### config.mk
export PLATFORM = sky130hd
export DESIGN_NAME = prec_conv_unit
export DESIGN_NICKNAME = d
export VERILOG_FILES = /design/src/rtl/prec_pkg.sv /design/src/rtl/prec_expand.sv /design/src/rtl/prec_w2h_lane.sv /design/src/rtl/prec_h2b_lane.sv /design/src/rtl/prec_reduce.sv /design/src/rtl/prec_conv_unit.sv
export SDC_FILE = /design/constraint.sdc
export NUM_CORES = 1
export LEC_CHECK = 0
export BUFFER_PORTS_ARGS = -buffer_cell sky130_fd_sc_hd__buf_2
export CAP_MARGIN = 20
export CORE_MARGIN = 2
export CORE_UTILIZATION = 24
export DETAILED_ROUTE_END_ITERATION = 10
export PLACE_DENSITY = 0.54
export SETUP_SLACK_MARGIN = 0.5
export SLEW_MARGIN = 15
export SYNTH_ARGS = -nofsm -noshare
export SYNTH_HDL_FRONTEND = slang
export SYNTH_SLANG_ARGS = --single-unit
### constraint.sdc
create_clock -name clk -period 2.9 [get_ports clk]
set_clock_uncertainty 0.15 [all_clocks]
set_input_delay 0.145 -clock clk [delete_from_list [all_inputs] [get_ports clk]]
set_output_delay 0.145 -clock clk [all_outputs]
set_load 0.02 [all_outputs]
### src/rtl/prec_pkg.sv
`timescale 1ns/1ps
package prec_pkg;
  localparam int WORD_W = 32;
  localparam int HALF_W = WORD_W / 2;
  localparam int BYTE_W = WORD_W / 4;
  localparam int OP_W   = 4;
  localparam int N_BYTE = WORD_W / BYTE_W;

  typedef enum logic [OP_W-1:0] {
    OP_ZX_L   = 4'd0,
    OP_ZX_LA  = 4'd1,
    OP_ZX_R   = 4'd2,
    OP_ZX_RA  = 4'd3,
    OP_FR_L   = 4'd4,
    OP_FR_LA  = 4'd5,
    OP_FR_R   = 4'd6,
    OP_FR_RA  = 4'd7,
    OP_Q31_HI = 4'd8,
    OP_Q31_LO = 4'd9,
    OP_W2H_T  = 4'd10,
    OP_W2H_R  = 4'd11,
    OP_H2B_T  = 4'd12,
    OP_H2B_S  = 4'd13,
    OP_RSV0   = 4'd14,
    OP_RSV1   = 4'd15
  } prec_op_e;

  typedef struct packed {
    logic              ovf;
    logic [WORD_W-1:0] rd;
  } prec_res_t;
endpackage

### src/rtl/prec_expand.sv
`timescale 1ns/1ps
module prec_expand
  import prec_pkg::*;
(
  input  logic [OP_W-1:0]   op,
  input  logic [WORD_W-1:0] rt,
  output logic [WORD_W-1:0] rd
);
  logic [BYTE_W-1:0] byte_hi, byte_lo;
  logic [HALF_W-1:0] half_hi, half_lo;
  logic              frac_mode;

  // pair pattern from the low two opcode bits
  always_comb begin
    unique case (op[1:0])
      2'd0: begin byte_hi = rt[4*BYTE_W-1:3*BYTE_W]; byte_lo = rt[3*BYTE_W-1:2*BYTE_W]; end
      2'd1: begin byte_hi = rt[4*BYTE_W-1:3*BYTE_W]; byte_lo = rt[2*BYTE_W-1:BYTE_W];   end
      2'd2: begin byte_hi = rt[2*BYTE_W-1:BYTE_W];   byte_lo = rt[BYTE_W-1:0];          end
      default: begin byte_hi = rt[3*BYTE_W-1:2*BYTE_W]; byte_lo = rt[BYTE_W-1:0];       end
    endcase
  end

  assign frac_mode = op[2];

  always_comb begin
    if (frac_mode) begin
      half_hi = {1'b0, byte_hi, {(HALF_W-BYTE_W-1){1'b0}}};
      half_lo = {1'b0, byte_lo, {(HALF_W-BYTE_W-1){1'b0}}};
    end else begin
      half_hi = {{(HALF_W-BYTE_W){1'b0}}, byte_hi};
      half_lo = {{(HALF_W-BYTE_W){1'b0}}, byte_lo};
    end
  end

  always_comb begin
    if (op == OP_Q31_HI)
      rd = {rt[WORD_W-1:HALF_W], {HALF_W{1'b0}}};
    else if (op == OP_Q31_LO)
      rd = {rt[HALF_W-1:0], {HALF_W{1'b0}}};
    else
      rd = {half_hi, half_lo};
  end


  always_comb begin
    if (op < 4'd4)
      zx_upper_chk: assert (rd[WORD_W-1:WORD_W-BYTE_W] == '0 && rd[HALF_W-1:BYTE_W] == '0);
  end


  always_comb begin
    if (op >= 4'd4 && op < 4'd8)
      frac_sign_chk: assert (!rd[WORD_W-1] && !rd[HALF_W-1] && rd[6:0] == '0);
  end
endmodule

### src/rtl/prec_w2h_lane.sv
`timescale 1ns/1ps
module prec_w2h_lane
  import prec_pkg::*;
(
  input  logic [WORD_W-1:0] w,
  input  logic              rnd_en,
  output logic [HALF_W-1:0] h,
  output logic              sat
);
  localparam logic [WORD_W:0]   RND_K = WORD_W'(1) << (HALF_W-1);
  localparam logic [HALF_W-1:0] H_MAX = {1'b0, {(HALF_W-1){1'b1}}};

  logic [WORD_W:0] sum;

  assign sum = {w[WORD_W-1], w} + RND_K;

  always_comb begin
    sat = rnd_en && !w[WORD_W-1] && sum[WORD_W-1];
    if (!rnd_en)  h = w[WORD_W-1:HALF_W];
    else if (sat) h = H_MAX;
    else          h = sum[WORD_W-1:HALF_W];
  end


  always_comb begin
    if (sat) w2h_sat_chk: assert (h == H_MAX && !w[WORD_W-1]);
  end
endmodule

### src/rtl/prec_h2b_lane.sv
`timescale 1ns/1ps
module prec_h2b_lane
  import prec_pkg::*;
(
  input  logic [HALF_W-1:0] h,
  input  logic              sat_en,
  output logic [BYTE_W-1:0] b,
  output logic              clamp
);
  localparam logic [HALF_W-1:0] RND_K = HALF_W'(1) << (HALF_W-BYTE_W-2);

  logic [HALF_W-1:0] sum;

  assign sum = {1'b0, h[HALF_W-2:0]} + RND_K;

  always_comb begin
    if (!sat_en) begin
      b = h[HALF_W-1:HALF_W-BYTE_W];
      clamp = 1'b0;
    end else if (h[HALF_W-1]) begin
      b = '0;
      clamp = 1'b1;
    end else if (sum[HALF_W-1]) begin
      b = '1;
      clamp = 1'b1;
    end else begin
      b = sum[HALF_W-2:HALF_W-BYTE_W-1];
      clamp = 1'b0;
    end
  end


  always_comb begin
    if (clamp) h2b_clamp_chk: assert (b == '0 || b == '1);
  end
endmodule

### src/rtl/prec_reduce.sv
`timescale 1ns/1ps
module prec_reduce
  import prec_pkg::*;
(
  input  logic [OP_W-1:0]   op,
  input  logic [WORD_W-1:0] rs,
  input  logic [WORD_W-1:0] rt,
  output logic [WORD_W-1:0] rd,
  output logic              ovf
);
  logic [HALF_W-1:0] w2h_h   [2];
  logic [1:0]        w2h_sat;
  logic [BYTE_W-1:0] h2b_b   [N_BYTE];
  logic [N_BYTE-1:0] h2b_clp;
  logic [WORD_W-1:0] words   [2];
  logic [HALF_W-1:0] halves  [N_BYTE];

  assign words[0]  = rs;
  assign words[1]  = rt;
  assign halves[0] = rs[WORD_W-1:HALF_W];
  assign halves[1] = rs[HALF_W-1:0];
  assign halves[2] = rt[WORD_W-1:HALF_W];
  assign halves[3] = rt[HALF_W-1:0];

  for (genvar i = 0; i < 2; i++) begin : g_w2h
    prec_w2h_lane u_lane (
      .w(words[i]), .rnd_en(op == OP_W2H_R), .h(w2h_h[i]), .sat(w2h_sat[i])
    );
  end

  for (genvar j = 0; j < N_BYTE; j++) begin : g_h2b
    prec_h2b_lane u_lane (
      .h(halves[j]), .sat_en(op == OP_H2B_S), .b(h2b_b[j]), .clamp(h2b_clp[j])
    );
  end

  always_comb begin
    rd  = '0;
    ovf = 1'b0;
    unique case (op)
      OP_W2H_T, OP_W2H_R: begin
        rd  = {w2h_h[0], w2h_h[1]};
        ovf = |w2h_sat;
      end
      OP_H2B_T, OP_H2B_S: begin
        rd  = {h2b_b[0], h2b_b[1], h2b_b[2], h2b_b[3]};
        ovf = |h2b_clp;
      end
      default: ;
    endcase
  end
endmodule

### src/rtl/prec_conv_unit.sv
`timescale 1ns/1ps
module prec_conv_unit
  import prec_pkg::*;
(
  input  logic              clk,
  input  logic              rst_n,
  input  logic              in_valid,
  output logic              in_ready,
  input  logic [OP_W-1:0]   in_op,
  input  logic [WORD_W-1:0] in_rs,
  input  logic [WORD_W-1:0] in_rt,
  output logic              out_valid,
  input  logic              out_ready,
  output logic [WORD_W-1:0] out_rd,
  output logic              out_ovf
);
  logic [WORD_W-1:0] exp_rd, red_rd;
  logic              red_ovf;
  prec_res_t         nxt, held;
  logic              take;

  prec_expand u_expand (.op(in_op), .rt(in_rt), .rd(exp_rd));

  prec_reduce u_reduce (
    .op(in_op), .rs(in_rs), .rt(in_rt), .rd(red_rd), .ovf(red_ovf)
  );

  always_comb begin
    if (in_op < OP_W2H_T) nxt = '{ovf: 1'b0, rd: exp_rd};
    else                  nxt = '{ovf: red_ovf, rd: red_rd};
  end

  assign in_ready = !out_valid || out_ready;
  assign take     = in_valid && in_ready;

  always_ff @(posedge clk) begin
    if (!rst_n) begin
      out_valid <= 1'b0;
      held      <= '0;
    end else if (take) begin
      out_valid <= 1'b1;
      held      <= nxt;
    end else if (out_ready) begin
      out_valid <= 1'b0;
    end
  end

  assign out_rd  = held.rd;
  assign out_ovf = held.ovf;


  accept_chk: assert property (@(posedge clk) disable iff (!rst_n)
    in_valid && in_ready |=> out_valid);


  hold_chk: assert property (@(posedge clk) disable iff (!rst_n)
    out_valid && !out_ready |=> out_valid && $stable(out_rd) && $stable(out_ovf));


  no_overflow_chk: assert property (@(posedge clk) disable iff (!rst_n)
    in_valid && in_ready && in_op != OP_W2H_R && in_op != OP_H2B_S |=> !out_ovf);
endmodule

======== Word level (Yosys, flattened, before mapping) ========
Index checks and enable logic that the tools add are counted.
cells by class
  add/subtract/negate cells ............... 6
  $lt $le $gt $ge ......................... 1
  equality and inequality tests ........... 8
  mux-type cells .......................... 39
  reduce and logical (&&, ||, !) cells .... 16
operators by type and width
  kind                                                               count
  8-bit 2-to-1 mux                                                   12
  15-bit by 7-bit adder with 16-bit output (second input constant)   4
  32-bit by 17-bit adder with 32-bit output (second input constant)  2
  16-bit 2-to-1 mux                                                  4
  32-bit 2-to-1 mux                                                  2
  32-bit case mux with 2 select lines                                1
  33-bit 2-to-1 mux                                                  1
  8-bit case mux with 2 select lines                                 2
  15-bit 2-to-1 mux                                                  2
  4-bit == test (second input constant)                              6
  1-bit 2-to-1 mux                                                   14
  2-bit OR reduction                                                 4
  1-bit logical AND                                                  5
  4-bit less-than comparator (second input constant)                 1
  4-bit OR reduction                                                 1
  1-bit logical NOT                                                  3
  2-bit by 1-bit == test with 1-bit output (second input constant)   1
  2-bit == test (second input constant)                              1
  2-bit logical NOT                                                  1
  1-bit case mux with 2 select lines                                 1
  2-bit nonzero test                                                 1
  1-bit logical OR                                                   1
word-level totals
  bits in registers ....................... 34
  output and inout bits ................... 35
  logic and storage cells ................. 73

======== Depth between registers and ports, before layout ========
Gate-level depths: netlist of run 1.
  word-level depth ........................ 7
  mapped depth ............................ 8

======== By module ========
From an unflattened synthesis of run 1, not the netlist that was laid out.
unflattened totals
  cell total of the unflattened synthesis .. 695
  area, all modules ....................... 5238.8 um2
by module, submodules not included
  module          instances  cells each  area each (um2)
  prec_conv_unit  1          193         1746.7
  prec_h2b_lane   4          46          341.6
  prec_w2h_lane   2          67          459.2
  prec_expand     1          137         815.8
  prec_reduce     1          47          391.6

======== Worst setup path after synthesis of run 1 ========
OpenSTA, ideal clock, no wires.
  path kind ............................... register -> register
  start ................................... register out_valid
  end ..................................... register held, in the netlist out_rd[30]
  library setup time ...................... 120 ps
  arrival time ............................ 1825 ps
  data required time ...................... 2630 ps
  path slack .............................. 806 ps
  stages on the path, launching flop included .. 8
  buffers on the path ..................... 2
  clock period less this slack ............ 2094 ps
  cell sequence ........................... dfxtp_1 nand2b_1 clkbuf_1 and2_0 clkbuf_1 o221ai_1 o21a_1 o31a_1
between the ends
  longest elaborated chain between the ends .. 3
RTL lines
  item                    line                  RTL
  from (decl)             prec_conv_unit.sv:12  output logic out_valid,
  from (signal assigned)  prec_conv_unit.sv:38  out_valid <= 1'b0;
  from (signal assigned)  prec_conv_unit.sv:41  out_valid <= 1'b1;
  from (signal assigned)  prec_conv_unit.sv:44  out_valid <= 1'b0;
  1-bit logical NOT       prec_conv_unit.sv:33  assign in_ready = !out_valid || out_ready;
  1-bit logical OR        prec_conv_unit.sv:33
  via in_ready            prec_conv_unit.sv:8   output logic in_ready,
  1-bit logical AND       prec_conv_unit.sv:34  assign take = in_valid && in_ready;
  to (signal assigned)    prec_conv_unit.sv:42  held <= nxt;
  to (decl)               prec_conv_unit.sv:19  prec_res_t nxt, held;
The timed path passes the listed nets, and every way through them passes these cells.
A chain may end at the register's enable or synchronous reset.

======== Worst setup path after layout of run 1 ========
  start ................................... register out_valid
  end ..................................... register held, in the netlist out_rd[17]
between the ends
  longest elaborated chain between the ends .. 3
RTL lines
  item               line
  1-bit logical NOT  prec_conv_unit.sv:33
  1-bit logical OR   prec_conv_unit.sv:33
  1-bit logical AND  prec_conv_unit.sv:34
No other way between the ends.

==> flow_metrics.env, run 1 <==
export IMPL_postCtsHoldBufs=0
export IMPL_pwr_share_clk=0.339
export IMPL_peakVddDrop_mv=0.144
export IMPL_syn_to_final_growth_pct=20.3
export IMPL_seqPwrFrac=0.302
export IMPL_portBuffers=100
export IMPL_max_freq_mhz=443
export IMPL_synth_distinct_cells=67
export IMPL_cts_buffers=5
export IMPL_grt_pass1_vias=4806
export IMPL_fin_crit_sh=0.779
export IMPL_synth_edf_count=0
export IMPL_grt_antenna_before_repair=0
export IMPL_htree_levels=2
export IMPL_synth_nets=695
export IMPL_viasPerCell=5.72
export IMPL_post_drt_wl_per_cell_um=20.3
export IMPL_hp_class="in -> reg"
export IMPL_drv_cap=0
export IMPL_ys_async_sr_fraction=0
export IMPL_worstPathArrival_ns=2.35
export IMPL_yosysTopAreaCellShare=0.158
export IMPL_grt_max_degree=34
export IMPL_cts_buffer_depth=2
export IMPL_dieArea_um2=19000
export IMPL_worstHoldStart="in_valid"
export IMPL_fin_ws_ns=0.641
export IMPL_crit_path_start_kind="flop"
export IMPL_grt_use_met1=0.276
export IMPL_slew_headroom=0.500
export IMPL_status="finished clean"
export IMPL_ant_nets=0
export IMPL_criticalPathCategory="reg -> reg"
export IMPL_setup_violations=0
export IMPL_final_hold_violation_count=0
export IMPL_tns_ns=0
export IMPL_fp_dieH_um=138
export IMPL_final_area_um2=5180
export IMPL_cts_setup_buffers=0
export IMPL_reg2reg_from="out_valid"
export IMPL_startpoint="out_valid"
export IMPL_nets=768
export IMPL_period_needed_ns=2.26
export IMPL_ys_seq_area_frac=0.158
export IMPL_chipWidth_um=138
export IMPL_swShare=0.380
export IMPL_ys_top_cells_by_area="dfxtp_1 16%, mux2i_1 7.4%, a21oi_1 5.7%, nor2_1 4.9%, xnor2_1 4.7%"
export IMPL_drt_initial_drc_count=627
export IMPL_initial_core_util=0.247
export IMPL_worstRegToRegCells=6
export IMPL_grt_busiest_layer="met2"
export IMPL_pin_count=107
export IMPL_vias=5242
export IMPL_core_um2=17400
export IMPL_n_fill_cell=1961
export IMPL_drc=0
export IMPL_num_rows=48
export IMPL_switching_power_mw=0.648
export IMPL_synth_top_cell_by_area="dfxtp_1"
export IMPL_cts_root_buf="clkbuf_16"
export IMPL_grt_usage=0.196
export IMPL_p_int_mw=1.06
export IMPL_syn_area_um2=4310
export IMPL_synthCells=617
export IMPL_grt_pass1_wl_um=28300
export IMPL_place_area_um2=5020
export IMPL_p_comb_frac=0.359
export IMPL_grt_util_met3=0.0395
export IMPL_cts_sinks=34
export IMPL_synthMostInstantiatedCell="nor2_1"
export IMPL_clock_latency_ns=0.29
export IMPL_p_per_area_nw_per_um2=330
export IMPL_power_leakage_nw=2.01
export IMPL_rsz0062_at_grt="false"
export IMPL_firstDrtPassIters=5
export IMPL_worst_ep_required_time_ns=2.99
export IMPL_worst_setup_path_end_kind="flop"
export IMPL_place_congestion=0.978
export IMPL_whs_path_depth=3
export IMPL_grt_util_met2=0.300
export IMPL_yosys_warnings=0
export IMPL_n_antenna_cell=0
export IMPL_syn_avg_cell_area_um2=6.98
export IMPL_slew_violations=0
export IMPL_dominantRegCellSynth="dfxtp_1"
export IMPL_drive_gt1_frac=0.220
export IMPL_wirelength_um=18600
export IMPL_finalPower_mw=1.71
export IMPL_dpl_worst_slack_ns=0.420
export IMPL_gr_total_overflow=0
export IMPL_cp_max_fo=10
export IMPL_dp_hpwl_um=14500
export IMPL_post_synth_most_frequent_cells="56 x nor2_1, 49 x a21oi_1, 45 x nand2_1"
export IMPL_ys_ff_latch=34
export IMPL_tightest_slew_ns=0.750
export IMPL_tritoncts="done"
export IMPL_path_clk_slew_ns=0.06
-- layer usage --
metal,up-vias,wire [um]
li1,2482,-
met1,2450,8230
met2,276,8120
met3,34,1730
met4,0,492
met5,-,0
-- critical path: stages (launching register included) --
cell      delay (ns)
dfxtp_1         0.30
nand2b_1        0.30
and2_0          0.53
nand2_1         0.34
buf_4           0.27
a21oi_1         0.17
o31a_1          0.14
-- power by group through the flow --
stage / sequential (mW) / combinational (mW) / clock [mW]
2_1_floorplan: 0.562 / 0.335 / 0
3_3_place_gp: 0.526 / 0.601 / 0
3_5_place_dp: 0.526 / 0.601 / 0
4_1_cts: 0.517 / 0.604 / 0.590
5_1_grt: 0.520 / 0.665 / 0.605
6_report: 0.516 / 0.613 / 0.578
-- per-stage QoR --
stage | util | hold slack [ns] | instances
floorplan | - | 0.124 | 617
global placement | 0.288 | 0.325 | 908
detailed placement | 0.288 | 0.323 | 908
CTS | 0.297 | 0.0136 | 916
global route | 0.297 | 0.0425 | 916
finish | 0.297 | 0.0336 | 916
-- placed cells by master, fill, tap and decap left out, types with 4 or more instances in the layout --
cell,Yosys,layout
and2_1,7,7
and3_1,5,5
ha_1,6,6
nor2_1,56,56
dfxtp_1,34,34
nand2_1,45,44
a211oi_1,15,15
o31a_1,15,15
o31ai_1,5,5
clkbuf_16,0,5
nand3_1,25,25
a221oi_1,5,5
nand4_1,11,11
o21a_1,6,6
a21oi_1,49,49
nor3_1,22,22
o211ai_1,11,11
mux2_2,6,6
or3_1,12,12
a31oi_1,11,11
xnor2_1,23,23
nor4_1,16,16
or4_1,4,4
inv_1,15,15
a2111oi_0,5,5
o21ai_0,37,37
buf_2,12,100
mux2i_1,32,32
buf_4,0,24
o221a_2,5,5
xor2_1,9,9
nand2b_1,9,9
-- final cells by class --
class	count	area (um2)	share of cell area
timing repair buffer	124	681	0.131
multi-input combinational	510	3330	0.643
clock inverter	2	12.5	0.00242
tap	225	282	0.0544
clock buffer	6	139	0.0268
sequential	34	681	0.131
inverter	15	56.3	0.0109
-- state kept, by name, summed over array words and instances (netlist names) --
register and count:
out_rd 32, out_ovf 1, out_valid 1
-- cell families (layout without fill, tap and decap cells) --
kind of cell,count (synthesis),in the layout,synth area share
xor gates and xnor gates,32,32,0.0651
DFF,34,34,0.158
and+or+nand+nor,237,237,0.288
AOI/OAI and AO/OA,197,197,0.311
buffers and inverters,73,147,0.0697
muxes,38,38,0.0901
adders and majority gates,6,6,0.0174
-- repair_timing --
action	CTS	global route
gates resized for setup	0	1
endpoints found under the hold margin	0	0
setup endpoints to repair	0	3
-- path summary, 6_finish.rpt --
check          endpoint  slack, ns
max          out_rd[17]       0.64
max reg2reg  out_rd[17]       0.64
min reg2reg  out_rd[31]       0.35
min           out_valid       0.03
Note: power is estimated with default switching activity, not from simulation.
==> run 2: changes to the inputs <==
==> constraint.sdc (replaced) <==
create_clock -name clk -period 2.1 [get_ports clk]
set_clock_uncertainty 0.15 [all_clocks]
set_input_delay 0.105 -clock clk [delete_from_list [all_inputs] [get_ports clk]]
set_output_delay 0.105 -clock clk [all_outputs]
set_load 0.02 [all_outputs]
==> run 2 against run 1 <==
  * Global-route usage is 1.6 points higher
  * Register-to-register slack worse by 0.19 ns
  * Power up 54%
  * Die area unchanged
  * Sequential power grew 39%
  * Sequential share of layout area decreased by 2.8 points
  * Critical path depth did not move
  * Clock-buffer cell count rose by 1
  * Combinational power up 81%
  * Non-clock buffer count up 93
  * Cell area rose by 28%
  * Core utilization is 8.3 points higher
  * Critical path type is now in -> reg
  * Highest routed layer unchanged
==> flow_metrics.env, run 2 (synthesis results as in run 1) <==
export IMPL_final_common_cell="buf_4"
export IMPL_swShare=0.380
export IMPL_gr_total_overflow=0
export IMPL_fin_ws_ns=0.386
export IMPL_cp_max_fo=8
export IMPL_startpoint="in_op[2]"
export IMPL_ant_nets=0
export IMPL_layout_cells_most_common_list="97 x buf_4, 95 x buf_2, 48 x nor2_1"
export IMPL_wirelength_um=20600
export IMPL_fp_dieH_um=138
export IMPL_grt_usage=0.212
export IMPL_drt_initial_drc_count=576
export IMPL_pwr_share_clk=0.306
export IMPL_setup_violations=0
export IMPL_layoutNonFillerInstCount=1010
export IMPL_drv_cap=0
export IMPL_core_um2=17400
export IMPL_worst_ep_required_time_ns=2.19
export IMPL_cts_buffer_depth=2
export IMPL_status="finished clean"
export IMPL_clock_latency_ns=0.29
export IMPL_n_antenna_cell=0
export IMPL_viasPerCell=5.65
export IMPL_place_congestion=0.915
export IMPL_cts_sinks=34
export IMPL_dpl_worst_slack_ns=-0.0507
export IMPL_largest_register_ffs=32
export IMPL_tritoncts="done"
export IMPL_switching_power_mw=1.00
export IMPL_criticalPathCategory="in -> reg"
export IMPL_worstHoldStart="in_rs[10]"
export IMPL_dieArea_um2=19000
export IMPL_tightest_slew_ns=0.545
export IMPL_place_inst=973
export IMPL_slew_headroom=0.634
export IMPL_fin_crit_sh=0.816
export IMPL_rsz0062_at_grt="true"
export IMPL_holdWs_ns=0.0311
export IMPL_path_clk_slew_ns=0.06
export IMPL_syn_to_final_growth_pct=53.8
export IMPL_grt_antenna_before_repair=0
export IMPL_initial_core_util=0.247
export IMPL_p_comb_frac=0.420
export IMPL_final_hold_violation_count=0
export IMPL_slew_violations=0
export IMPL_portBuffers=100
export IMPL_htree_levels=2
export IMPL_hp_class="in -> reg"
export IMPL_post_drt_wl_per_cell_um=20.4
export IMPL_firstDrtPassIters=5
export IMPL_drc=0
export IMPL_vias=5707
export IMPL_cts_buffers=5
export IMPL_cts_root_buf="clkbuf_16"
export IMPL_crit_path_start_kind="input port"
export IMPL_grt_max_degree=31
export IMPL_p_int_mw=1.63
export IMPL_max_freq_mhz=583
export IMPL_num_rows=48
export IMPL_worst_setup_path_end_kind="flop"
export IMPL_worstPathArrival_ns=1.80
export IMPL_drive_gt1_frac=0.410
export IMPL_seqPwrFrac=0.273
export IMPL_grt_pass1_vias=5211
export IMPL_peakVddDrop_mv=0.254
export IMPL_rrSetupSlack_ns=0.45
export IMPL_finalPower_mw=2.63
export IMPL_chipWidth_um=138
export IMPL_period_needed_ns=1.71
export IMPL_p_per_area_nw_per_um2=397
export IMPL_reg2reg_from="out_valid"
export IMPL_power_leakage_nw=2.66
export IMPL_dp_hpwl_um=15500
export IMPL_pin_count=107
export IMPL_nets=862
export IMPL_grt_pass1_wl_um=30600
run 2: changes by cell type in the layout (fill, tap and decap cells not counted), sizes merged:
cell | previous run | this run
dlygate4sd3 | 0 | 1
bufbuf | 0 | 2
clkinvlp | 1 | 0
buf | 124 | 213
nand2 | 45 | 46
clkbuf | 6 | 8
run 2: routing by layer:
| metal | track usage | vias to the layer above | wire, um |
|---|---|---|---|
| li1 | - | 2672 | - |
| met1 | 0.297 | 2699 | 9030 |
| met2 | 0.330 | 287 | 9230 |
| met3 | 0.0322 | 49 | 1640 |
| met4 | 0.0760 | 0 | 729 |
| met5 | 0 | - | 0 |
run 2: final timing paths:
| kind | cells after the start | end |
|---|---|---|
| worst max-delay path | 6 | out_rd[0] |
| worst max register to register | 7 | out_rd[0] |
| worst min register to register | 1 | out_rd[31] |
| worst min-delay path | 3 | out_rd[18] |
run 2: stage by stage:
| step | TNS (ns) | area, um2 | util |
|---|---|---|---|
| after floorplan | 0 | 4570 | - |
| after global placement | -0.0195 | 5660 | 0.325 |
| after detailed placement | -0.0601 | 5660 | 0.325 |
| after CTS | 0 | 6280 | 0.361 |
| after global routing | 0 | 6620 | 0.380 |
| final | 0 | 6620 | 0.380 |
run 2: worst max-delay path: stages:
cell	delay (ns)
buf_6	0.09
nand4b_4	0.18
or4_4	0.54
or3_4	0.45
a311oi_2	0.28
o31a_1	0.14
run 2: area by class of cell:
cell class / instances / area [um2]
Tap cell: 225 / 282
Sequential cell: 34 / 684
Multi-Input combinational cell: 511 / 3860
Inverter: 15 / 56.3
Fill cell: 1859 / 10800
Clock inverter: 1 / 5.00
Timing Repair Buffer: 217 / 1590
Clock buffer: 7 / 143
run 2: power by group through the flow:
stage | Clock (mW) | Sequential, mW | Combinational [mW]
after CTS | 0.814 | 0.717 | 1.03
after floorplan | 0 | 0.775 | 0.502
after global routing | 0.842 | 0.724 | 1.18
final | 0.807 | 0.719 | 1.11
after detailed placement | 0 | 0.730 | 0.939
after global placement | 0 | 0.730 | 0.936
run 2: repair_timing:
item / 4_1_cts / 5_1_grt
cloned: 3 / 1
gates resized for setup: 66 / 51
endpoints found under the hold margin: 2 / 0
hold buffers: 1 / 0
pin swaps: 15 / 23
setup buffers: 12 / 12
setup endpoints to repair: 33 / 33
==> run 3: changes to the inputs <==
--- a/config.mk
+++ b/config.mk
@@ -5,6 +5,7 @@
 export SDC_FILE = /design/constraint.sdc
 export NUM_CORES = 1
 export LEC_CHECK = 0
+export ABC_AREA = 1
 export BUFFER_PORTS_ARGS = -buffer_cell sky130_fd_sc_hd__buf_2
 export CAP_MARGIN = 20
 export CORE_MARGIN = 2
==> constraint.sdc (replaced) <==
create_clock -name clk -period 1.8 [get_ports clk]
set_clock_uncertainty 0.15 [all_clocks]
set_input_delay 0.09 -clock clk [delete_from_list [all_inputs] [get_ports clk]]
set_output_delay 0.09 -clock clk [all_outputs]
set_load 0.02 [all_outputs]
==> run 3 against run 2 <==
  * Sequential share of layout area shrank 1.0 points
  * Sequential power grew 16%
  * Clock power grew 14%
  * Final cell count grew 23%
  * Via count grew 12%
  * First-iteration DRC count shrank 4.5%
  * Synthesized cell count grew 32%
  * Critical endpoint is now out_rd[2]
  * Critical path depth grew 2
  * Cell area grew 11%
  * Area after synthesis grew 3.6%
  * Clock-buffer cell count is the same
==> flow_metrics.env, run 3 <==
export IMPL_fin_crit_sh=0.831
export IMPL_slew_headroom=0.715
export IMPL_cts_root_buf="clkbuf_16"
export IMPL_cp_slowest_cell="dfxtp_4"
export IMPL_viasPerCell=5.15
export IMPL_firstDrtPassIters=5
export IMPL_layout_cells_most_common_list="222 x nand2_1, 92 x buf_2, 87 x buf_4"
export IMPL_fin_ws_ns=0.304
export IMPL_peakVddDrop_mv=0.339
export IMPL_rrSetupSlack_ns=0.30
export IMPL_cts_buffer_depth=2
export IMPL_ys_top_cells_by_area="nand2_1 21%, dfxtp_1 15%, a21oi_1 8.3%, o21ai_0 7.4%, nand3_1 7.3%"
export IMPL_postLayoutCoreUtil=0.406
export IMPL_syn_avg_cell_area_um2=5.47
export IMPL_synth_top_cell_by_area="nand2_1"
export IMPL_max_freq_mhz=668
export IMPL_fp_dieH_um=140
export IMPL_dieArea_um2=19700
export IMPL_nets=1091
export IMPL_ys_ff_latch=34
export IMPL_gr_total_overflow=0
export IMPL_swShare=0.399
export IMPL_rsz0062_at_grt="true"
export IMPL_grt_pass1_wl_um=33300
export IMPL_r2r_end="out_rd[2]"
export IMPL_syn_area_um2=4460
export IMPL_multiInputGateArea_um2=4120
export IMPL_dominantRegCellSynth="dfxtp_1"
export IMPL_ys_async_sr_fraction=0
export IMPL_place_congestion=1.00
export IMPL_final_hold_violation_count=0
export IMPL_status="finished clean"
export IMPL_whs_path_depth=4
export IMPL_tns_ns=0
export IMPL_cts_buffers=5
export IMPL_startpoint="out_valid"
export IMPL_largest_register_ffs=32
export IMPL_syn_to_final_growth_pct=64.6
export IMPL_pin_count=107
export IMPL_num_rows=49
export IMPL_drv_cap=0
export IMPL_pwr_share_clk=0.287
export IMPL_drt_initial_drc_count=550
export IMPL_crit_chain="nand2_8 > nand2_8 > clkinv_8 > buf_6 > buf_12 > o21ai_4 > nor3_4 > nor2_1"
export IMPL_initial_core_util=0.247
export IMPL_synth_edf_count=0
export IMPL_ys_seq_area_frac=0.153
export IMPL_tightest_slew_ns=0.425
export IMPL_hp_class="in -> reg"
export IMPL_worst_ep_required_time_ns=1.84
export IMPL_clock_latency_ns=0.29
export IMPL_grt_pass1_vias=5895
export IMPL_wirelength_um=22500
export IMPL_path_clk_slew_ns=0.06
export IMPL_tritoncts="done"
export IMPL_htree_levels=2
export IMPL_critPathMaxStageDelay_ns=0.36
export IMPL_post_synth_most_frequent_cells="247 x nand2_1, 84 x inv_1, 76 x nor2_1"
export IMPL_synth_distinct_cells=44
export IMPL_grt_antenna_before_repair=0
export IMPL_synth_nets=893
export IMPL_grt_max_degree=27
export IMPL_final_common_cell="nand2_1"
export IMPL_yosysTopAreaCellShare=0.208
export IMPL_synthCells=815
export IMPL_p_int_mw=1.93
export IMPL_yosys_warnings=0
export IMPL_worstRegToRegCells=8
export IMPL_crit_top_cell="nand2_8"
export IMPL_dpl_worst_slack_ns=-0.0416
export IMPL_power_leakage_nw=3.45
export IMPL_chipWidth_um=140
export IMPL_n_fill_cell=1930
export IMPL_criticalPathCategory="reg -> reg"
export IMPL_regArea_um2=684
export IMPL_cp_max_fo=7
export IMPL_n_antenna_cell=0
export IMPL_worstPathArrival_ns=1.53
export IMPL_grt_usage=0.218
export IMPL_p_comb_frac=0.454
export IMPL_worstHoldStart="rst_n"
export IMPL_post_drt_wl_per_cell_um=18.1
export IMPL_vias=6407
export IMPL_portBuffers=100
export IMPL_slew_violations=0
export IMPL_ant_nets=0
export IMPL_period_needed_ns=1.50
export IMPL_cts_sinks=34
export IMPL_switching_power_mw=1.28
export IMPL_crit_path_start_kind="flop"
export IMPL_synthMostInstantiatedCell="nand2_1"
export IMPL_core_um2=18100
export IMPL_cp_endpoint="out_rd[2]"
export IMPL_worst_setup_path_end_kind="flop"
export IMPL_drc=0
export IMPL_setup_violations=0
export IMPL_p_per_area_nw_per_um2=438
export IMPL_dp_hpwl_um=17400
export IMPL_drive_gt1_frac=0.398
export IMPL_seqPwrFrac=0.259
export IMPL_reg2reg_from="out_valid"
==> run 3: cell count changes after synthesis, sizes merged, moves of 18 or more <==
cell    delta
mux2i     -32
nor2      +30
a21oi     +26
o21ai     +33
nand2    +209
nand3     +41
inv       +74
xnor2     -18
clkbuf    -28
==> run 3: metal layers <==
layer,GRT usage,vias to the layer above,wire (um)
met1,0.292,2941,9620
li1,-,3120,-
met4,0.0638,0,783
met2,0.365,289,10500
met3,0.0291,57,1620
met5,0,-,0
==> run 3: area by class of cell <==
cell class              count  share of cell area
clock buffers               7              0.0194
clock inverters             1            0.000682
flip-flops and latches     34              0.0933
multi-input cells         661               0.561
repair buffers            220               0.236
well taps                 229              0.0390
inverters                  91              0.0503
==> run 3: cells by family (layout without fill, tap and decap cells) <==
logic type	after synthesis	count (layout)	synth area share
AOI/OAI and AO/OA	191	191	0.243
buffers and inverters	122	319	0.113
DFF	34	34	0.153
and+or+nand+nor	442	444	0.436
xor gates and xnor gates	20	20	0.0393
adders and majority gates	6	6	0.0168
==> run 3: worst min-delay path by stage <==
| stage | to |
|---|---|
| after floorplan | out_rd[18] |
| after global placement | out_rd[4] |
| after detailed placement | out_rd[10] |
| after CTS | out_rd[8] |
| after global routing | out_rd[8] |
| final | out_rd[8] |
==> run 3: what timing repair did <==
item | in CTS | in global routing
buffers inserted | 19 | 14
cloned | 3 | 2
setup endpoints to repair | 33 | 33
hold buffers | 1 | 0
endpoints found under the hold margin | 3 | 0
pin swaps | 37 | 49
resized for setup | 100 | 125
==> run 3: worst max-delay path: cells and delay by family, from the launching register on <==
| family | cells | cell delay, ns |
|---|---|---|
| AO/OA/AOI/OAI | 1 | 0.06 |
| buffers and inverters | 3 | 0.33 |
| flip-flops | 1 | 0.36 |
| AND/OR/NAND/NOR | 4 | 0.47 |
==> run 3: power by group through the flow <==
stage | clock network, mW | logic (mW) | registers [mW]
finish | 0.923 | 1.46 | 0.833
global route | 0.958 | 1.56 | 0.838
floorplan | 0 | 0.563 | 0.898
global placement | 0 | 1.14 | 0.844
CTS | 0.938 | 1.27 | 0.831
detailed placement | 0 | 1.13 | 0.843
==> run 3: per-stage QoR <==
step	power [mW]	area (um2)	std cells	hold slack, ns
3_5_place_dp	1.97	5950	1196	0.244
3_3_place_gp	1.98	5950	1196	0.242
2_1_floorplan	1.46	4700	815	0.0783
5_1_grt	3.36	7340	1243	0.0981
6_report	3.21	7340	1243	0.0734
4_1_cts	3.04	6670	1227	0.0685
